## config.mk

```make
export PLATFORM = sky130hd
export DESIGN_NAME = uec_bit_cmp
export DESIGN_NICKNAME = d
export VERILOG_FILES = /design/src/rtl/uec_pkg.sv /design/src/rtl/uec_bit_cmp.sv
export SDC_FILE = /design/constraint.sdc
export NUM_CORES = 1
export LEC_CHECK = 0
export ABC_AREA = 0
export ABC_CLOCK_PERIOD_IN_PS = 1700
export BUFFER_PORTS_ARGS = -buffer_cell sky130_fd_sc_hd__buf_2
export CORE_AREA = 2 2 39 41
export CTS_BUF_LIST = sky130_fd_sc_hd__clkbuf_4 sky130_fd_sc_hd__clkbuf_8
export CTS_CLUSTER_DIAMETER = 100
export CTS_CLUSTER_SIZE = 40
export DETAILED_ROUTE_END_ITERATION = 10
export DIE_AREA = 0 0 41 43
export SKIP_CTS_REPAIR_TIMING = 1
export SLEW_MARGIN = 20
export SYNTH_ARGS = -nofsm -noshare
export SYNTH_HDL_FRONTEND = slang
export SYNTH_SLANG_ARGS = --single-unit
```

## constraint.sdc

```tcl
create_clock -name clk_i -period 1.7 [get_ports clk_i]
set_clock_uncertainty 0.1 [all_clocks]
set_input_delay 0.425 -clock clk_i [delete_from_list [all_inputs] [get_ports clk_i]]
set_output_delay 0.425 -clock clk_i [all_outputs]
set_load 0.02 [all_outputs]
```

## src/rtl/uec_pkg.sv

```systemverilog
package uec_pkg;
  localparam int PH_W = 3;
  typedef enum logic [PH_W-1:0] {
    PH_IDLE  = 3'd0,
    PH_START = 3'd1,
    PH_DATA  = 3'd2,
    PH_STOP1 = 3'd3,
    PH_STOP2 = 3'd4,
    PH_BREAK = 3'd5
  } tx_phase_e;
endpackage

```

## src/rtl/uec_bit_cmp.sv

```systemverilog
module uec_bit_cmp
  import uec_pkg::*;
(
  input  logic      clk_i,
  input  logic      rst_ni,
  input  logic      chk_en_i,
  input  tx_phase_e phase_i,
  input  logic      tx_bit_i,
  input  logic      rx_i,
  input  logic      smp_i,
  input  logic      rx_done_i,
  input  logic      brk_early_i,
  input  logic      brk_lvl_i,
  output logic      hit_o
);
  logic prev_q;

  // previous break sample, preset high outside the break field
  always_ff @(posedge clk_i or negedge rst_ni) begin
    if (!rst_ni)                 prev_q <= 1'b1;
    else if (phase_i != PH_BREAK) prev_q <= 1'b1;
    else if (smp_i)              prev_q <= rx_i;
  end

  logic smp_hit;
  always_comb begin
    smp_hit = 1'b0;
    unique case (phase_i)
      PH_START, PH_DATA: smp_hit = (rx_i != tx_bit_i);
      PH_STOP1:          smp_hit = !rx_i;
      PH_BREAK: begin
        if (brk_early_i || brk_lvl_i) smp_hit = rx_i;
        else                          smp_hit = !prev_q && rx_i;
      end
      default:           smp_hit = 1'b0;
    endcase
  end

  logic early_hit;
  assign early_hit = brk_early_i && (phase_i == PH_BREAK) && rx_done_i;
  assign hit_o     = chk_en_i && ((smp_i && smp_hit) || early_hit);

  assert_idle_quiet_R12: assert property (@(posedge clk_i) disable iff (!rst_ni)
    (phase_i == PH_IDLE) |-> !hit_o);
  assert_stop2_ignored_R3: assert property (@(posedge clk_i) disable iff (!rst_ni)
    (phase_i == PH_STOP2) |-> !hit_o);
endmodule

```

Word-level counts from Yosys, hierarchy flattened. Index checks and enable logic that the tools add are counted. Widths: inputs -> output; s select.

Register bits after elaboration: 1. Output and inout bits: 1. Input bits: 12. Logic and storage cells: 22.

Reductions and logical operators: 11. Eq/ne operators: 6. Multiplexer cells: 4.

Operators with widths (count): $eq 3x2->1 const B (2); $logic_and 1x1->1 (5); $eq 3x1->1 const B (1); $eq 3x3->1 const B (1); $mux 1 (3); $ne 3x3->1 const B (1); $pmux 1 s3 (1); $logic_not 1->1 (2); $logic_or 1x1->1 (2); $reduce_bool 2->1 (1); $reduce_or 2->1 (1); $ne 1x1->1 (1).

Longest topological paths before layout. Gate-level depths: netlist of run 1.

Word-level depth: 7. Gate-level depth with buffers: 4. Mapped depth without buffers: 4.

Least setup slack after synthesis of run 1. No wires, ideal clock.

Kind: input -> output. Start: in phase_i[0]. End: out hit_o. Path slack: 0.038 ns. Path buffers: 0. Data required time: 1.175 ns. Stages: 4. Arrival: 1.137 ns. Path through: xnor2_1 > nor3_1 > a311oi_1 > o22ai_1.

Longest elaborated chain between the ends: 6. Elaborated cells on any way between the ends: 11. Classes of those cells: 4 x eq/ne; 1 x mux; 6 x reduce/logical.

Ends and longest elaborated chain: start: declaration (line uec_bit_cmp.sv:7) `input tx_phase_e phase_i,`; $eq 3x1->1 / $eq 3x2->1 (equally long branches) (line uec_bit_cmp.sv:28) `unique case (phase_i)`; $reduce_or 2->1 (line uec_bit_cmp.sv:28); $pmux 1 s3 (line uec_bit_cmp.sv:28); $logic_and 1x1->1 (line uec_bit_cmp.sv:41) `assign hit_o = chk_en_i && ((smp_i && smp_hit) || early_hit);`; $logic_or 1x1->1 (*) (line uec_bit_cmp.sv:41); $logic_and 1x1->1 (*) (line uec_bit_cmp.sv:41); end: declaration (line uec_bit_cmp.sv:14) `output logic hit_o`.

Mark *: on every way between the ends. The rest lies on a longest branch, timed or not.

Worst setup path after layout of run 1.
Start: in phase_i[1]. End: out hit_o.

Same word-level chain as after synthesis.

==> results.sh, run 1 <==
export IMPL_status="finished with violations"
export IMPL_violations="setup timing"
export IMPL_arrival_ps=1240
export IMPL_postPlaceCellArea_um2=231
export IMPL_clk_pin_slew_ps=0
export IMPL_routedWlPerCell_um=9.23
export IMPL_syn_area_um2=129
export IMPL_r2r_end="prev_q"
export IMPL_multi_input_area_um2=131
export IMPL_grt_overflow=0
export IMPL_r2r_start="prev_q"
export IMPL_syn_instance_count=17
export IMPL_ant_nets=0
export IMPL_ys_seq_area_share_pct=20.4
export IMPL_synth_area_top_cells="dfstp_2 20%, xnor2_1 14%, nor2b_1 9.7%, mux2i_1 7.8%, nand3_1 7.8%"
export IMPL_cap_violations=0
export IMPL_fillCellCount=154
export IMPL_min_path_type="primary input to async pin"
export IMPL_syn_to_final_growth_pct=119
export IMPL_p_leak_nw=0.125
export IMPL_hold_ws_ps=265
export IMPL_drc_errors=0
export IMPL_ys_top_cells_by_count="2 x nand3_1, 2 x nor2b_1, 2 x xnor2_1"
export IMPL_drt_pre_antenna_iters=1
export IMPL_synth_cell_types=14
export IMPL_finalSetupTns_ps=-65.8
export IMPL_synth_ff_type="dfstp_2"
export IMPL_path_cells="buf_6, nand4b_1, a21oi_2, a311oi_2, o22ai_1, buf_4"
export IMPL_antenna_found_initial=0
export IMPL_largest_register_ffs=1
export IMPL_crit_path_top_delay_cell="nand4b_1"
export IMPL_post_route_cell_area_um2=283
export IMPL_final_seq_area_um2=26.3
export IMPL_end_kind="output pin"
export IMPL_die_h_um=43
export IMPL_track_usage_pct=4.30
export IMPL_worstMarginPinSlew_ps=208
export IMPL_vdd_drop_max_mv=0.0810
export IMPL_synth_top_area_share_pct=20.4
export IMPL_synth_fp_nets=29
export IMPL_fmax_mhz=566
export IMPL_worst_slack_ps=-65.8
export IMPL_gp_congestion=0.567
export IMPL_drt_initial_drc_count=0
export IMPL_hold_viol=0
export IMPL_power_density_nw_per_um2=282
export IMPL_synth_edf_count=0
export IMPL_ios=13
export IMPL_post_route_min_period_ps=1770
export IMPL_fp_dieW_um=41
export IMPL_synth_area_leader_cell="dfstp_2"
export IMPL_ys_ff_latch=1
export IMPL_crit_fanout=4
export IMPL_drv_slew=0
export IMPL_ys_warn_count=0
export IMPL_grt_pass1_wl_um=565
export IMPL_setup_violations_final=1
export IMPL_slowest_delay_ps=190
export IMPL_grt_max_degree=5
export IMPL_die_area_um2=1760
export IMPL_async_flop_share_pct=100
export IMPL_ff2ff_setup_slack_ps=860
export IMPL_vias_per_cell=3.88
export IMPL_drt_wl_total_um=443
export IMPL_start_util_pct=9.31
export IMPL_postSynthAreaPerCell_um2=7.58
export IMPL_io_buffers=12
export IMPL_rsz0062_at_grt="yes"
export IMPL_drive_gt1_share_pct=68.8
export IMPL_required_ps=1170
export IMPL_antennaDiodeCount=0
export IMPL_reg2reg_depth=2
export IMPL_post_route_period_util_pct=104
export IMPL_top_register="prev_q"
export IMPL_core_um2=1380
export IMPL_preCtsSetupSlack_ps=-107
export IMPL_utilization_pct=20.4
export IMPL_crit_path_start_kind="primary input"
export IMPL_grt_pass1_vias=152
export IMPL_slew_limit_headroom_pct=86.1
export IMPL_crit_type="primary input to output pin"
export IMPL_clk_latency_ps=0
export IMPL_reg_top3="prev_q (1)"
export IMPL_fin_nets=46
export IMPL_vias=186
export IMPL_fp_row_count=14
worst max-delay path by stage:
stage                     endpoint        from  cells past startpoint  slack [ps]
after detailed placement     hit_o  phase_i[1]                      6        -110
after global routing         hit_o  phase_i[0]                      6         -90
final                        hit_o  phase_i[1]                      6         -70
after global placement       hit_o        rx_i                      6        -120
after floorplan              hit_o  phase_i[0]                      4          40
after CTS                    hit_o  phase_i[1]                      6        -120
where the power goes:
part           switching [W]  internal [W]
sequential       0.000000318     0.0000250
combinational      0.0000223     0.0000321
clock                      0             0
total              0.0000226     0.0000571
layout by cell type (no fill, tap or decap):
cell type	instances
buf_2	9
buf_4	4
xnor2_2	2
nand3_1	2
inv_1	1
nor2b_2	1
nor3_2	1
nor2_1	1
nand4b_1	1
a21oi_2	1
a311oi_2	1
nor2b_1	1
o211ai_1	1
nand2_1	1
o22ai_1	1
mux2i_1	1
buf_8	1
buf_6	1
dfstp_2	1
cells by family (layout without fill, tap and decap cells):
logic type / Yosys count / count (layout) / share of synthesized area, %
AO/OA/AOI/OAI: 4 / 4 / 21.4
multiplexers: 1 / 1 / 7.77
XOR/XNOR: 2 / 2 / 13.6
flip-flops: 1 / 1 / 20.4
buffers and inverters: 1 / 16 / 2.91
AND/OR/NAND/NOR: 8 / 8 / 34.0
critical path: cells and delay by family:
kind,cells,cell delay (ps)
AOI/OAI and AO/OA,3,360
and+or+nand+nor,1,190
buffers and inverters,2,260
stage by stage:
step	instances	total power [W]
after floorplan	17	0.0000405
after global placement	48	0.0000653
after detailed placement	48	0.0000663
after CTS	48	0.0000664
after global routing	48	0.0000839
final	48	0.0000797
final cells by class:
cell class / count / share of cell area [%]
Multi-Input combinational cell: 15 / 46.5
Timing Repair Buffer: 15 / 35.8
Sequential cell: 1 / 9.29
Tap cell: 16 / 7.08
Inverter: 1 / 1.33
routing by layer:
layer,vias up,track usage (%),part of all wire [%]
met5,-,0,0
met4,0,0,0
met3,0,0,8.1
met2,9,7.19,52
met1,81,6.35,39
li1,96,-,-
No activity file was read; power rests on OpenSTA's default activity.
==> run 2, diff against run 1 <==
--- a/config.mk
+++ b/config.mk
@@ -6,7 +6,7 @@
 export NUM_CORES = 1
 export LEC_CHECK = 0
 export ABC_AREA = 0
-export ABC_CLOCK_PERIOD_IN_PS = 1700
+export ABC_CLOCK_PERIOD_IN_PS = 1900
 export BUFFER_PORTS_ARGS = -buffer_cell sky130_fd_sc_hd__buf_2
 export CORE_AREA = 2 2 39 41
 export CTS_BUF_LIST = sky130_fd_sc_hd__clkbuf_4 sky130_fd_sc_hd__clkbuf_8
==> constraint.sdc (replaced) <==
create_clock -name clk_i -period 1.9 [get_ports clk_i]
set_clock_uncertainty 0.1 [all_clocks]
set_input_delay 0.475 -clock clk_i [delete_from_list [all_inputs] [get_ports clk_i]]
set_output_delay 0.475 -clock clk_i [all_outputs]
set_load 0.02 [all_outputs]
==> run 2 against run 1 <==
Compared with the run above:
- the run now ends clean
- die area unchanged
- combinational power down 19%
- via count down 5.4%
- cell count down 4.2%
- power down 16%
- critical path depth unchanged
- worst hold slack better by 43 ps
- wire length down 2.0%
- sequential share of layout area up 0.85 points
- flip-flop and latch count unchanged
- highest routed layer unchanged
==> results.sh, run 2 (same netlist as run 1, synthesis figures left out) <==
export IMPL_slowest_delay_ps=190
export IMPL_place_inst=46
export IMPL_setup_violations_final=0
export IMPL_power_density_nw_per_um2=258
export IMPL_required_ps=1320
export IMPL_p_sw_share_pct=30.9
export IMPL_worst_slack_ps=13.9
export IMPL_worstMarginPinSlew_ps=209
export IMPL_drv_slew=0
export IMPL_post_route_period_util_pct=99.3
export IMPL_vias_per_cell=3.83
export IMPL_met2WireLength_um=205
export IMPL_io_buffers=12
export IMPL_die_area_um2=1760
export IMPL_routedWlPerCell_um=9.43
export IMPL_ios=13
export IMPL_ant_nets=0
export IMPL_critPathBufInv=2
export IMPL_pwr_share_comb_pct=66.1
export IMPL_power_frac_seq_pct=33.9
export IMPL_crit_path_start_kind="primary input"
export IMPL_drt_wl_total_um=434
export IMPL_track_usage_pct=4.10
export IMPL_crit_fanout=3
export IMPL_grt_overflow=0
export IMPL_arrival_ps=1310
export IMPL_reg_top3="prev_q (1)"
export IMPL_path_delay_family="buffers and inverters"
export IMPL_gp_congestion=0.566
export IMPL_fin_nets=44
export IMPL_drt_initial_drc_count=0
export IMPL_postPlaceCellArea_um2=216
export IMPL_antennaDiodeCount=0
export IMPL_path_cells="buf_2, xnor2_2, nor3_2, a311oi_2, o22ai_1, buf_4"
export IMPL_vdd_drop_max_mv=0.0690
export IMPL_vias=176
export IMPL_post_route_cell_area_um2=259
export IMPL_hold_viol=0
export IMPL_layout_commonest_cell="buf_2"
export IMPL_preCtsSetupSlack_ps=-51.6
export IMPL_grt_max_degree=6
export IMPL_drive_gt1_share_pct=73.3
export IMPL_net_switching_power_w=0.0000207
export IMPL_grt_pass1_wl_um=558
export IMPL_met3_length_um=30
export IMPL_crit_type="primary input to output pin"
export IMPL_p_leak_nw=0.111
export IMPL_drt_pre_antenna_iters=1
export IMPL_antenna_found_initial=0
export IMPL_p_int_w=0.0000462
export IMPL_grt_pass1_vias=142
export IMPL_start_util_pct=9.31
export IMPL_post_route_min_period_ps=1890
export IMPL_clk_latency_ps=0
export IMPL_end_kind="output pin"
export IMPL_syn_to_final_growth_pct=101
export IMPL_fp_dieW_um=41
export IMPL_hold_ws_ps=308
export IMPL_fp_row_count=14
export IMPL_core_um2=1380
export IMPL_min_path_type="primary input to async pin"
export IMPL_layout_cells_non_filler=46
export IMPL_cap_violations=0
export IMPL_routed_top_layer="met3"
export IMPL_top_register="prev_q"
export IMPL_crit_path_top_delay_cell="nor3_2"
export IMPL_status="finished clean"
export IMPL_die_h_um=43
export IMPL_drc_errors=0
export IMPL_largest_register_ffs=1
export IMPL_fmax_mhz=530
export IMPL_slew_limit_headroom_pct=86.0
export IMPL_wl_met1_um=198
export IMPL_clk_pin_slew_ps=0
export IMPL_layout_common_cells="10 x buf_2, 3 x buf_4, 2 x nor2b_2, 2 x xnor2_2, 2 x nand3_1"
export IMPL_clkPwrFrac_pct=0
-- run 2: cell types whose count changed in the layout (fill, tap and decap cells not counted), sizes merged --
cell / delta
buf: -2
-- run 2: stage by stage --
step	total power [W]	util (%)	TNS (ps)
floorplan	0.0000363	-	0
global placement	0.0000552	15.6	-19.3
detailed placement	0.0000562	15.6	-51.6
CTS	0.0000564	15.6	-56.0
global route	0.0000710	18.7	-38.1
finish	0.0000669	18.7	0
-- run 2: final timing paths --
| check | start | to | slack, ps | depth (start not counted) |
|---|---|---|---|---|
| setup / recovery | rx_i | hit_o | 10 | 6 |
| hold / removal | rst_ni | prev_q | 310 | 1 |
| setup reg to reg | prev_q | prev_q | 1070 | 2 |
| hold reg to reg | prev_q | prev_q | 490 | 2 |
| max in group asynchronous | rst_ni | prev_q | 1370 | 1 |
| min in group clk_i | prev_q | prev_q | 490 | 2 |
-- run 2: cell type report --
cell class	count	area (µm²)
fillers	161	1120
multi-input cells	15	136
repair buffers	13	72.6
flip-flops and latches	1	26.3
well taps	16	20.0
inverters	1	3.75
-- run 2: power by group through the flow --
| stage | Clock, W | Combinational (W) | Sequential (W) |
|---|---|---|---|
| after floorplan | 0 | 0.0000138 | 0.0000225 |
| final | 0 | 0.0000443 | 0.0000227 |
| after CTS | 0 | 0.0000337 | 0.0000226 |
| after global placement | 0 | 0.0000326 | 0.0000226 |
| after global routing | 0 | 0.0000483 | 0.0000227 |
| after detailed placement | 0 | 0.0000336 | 0.0000226 |
-- run 2: per-layer routing --
metal,GRT usage (%),vias to the layer above
li1,-,90
met1,6.69,77
met2,6.25,9
met3,0,0
met4,0,0
met5,0,-
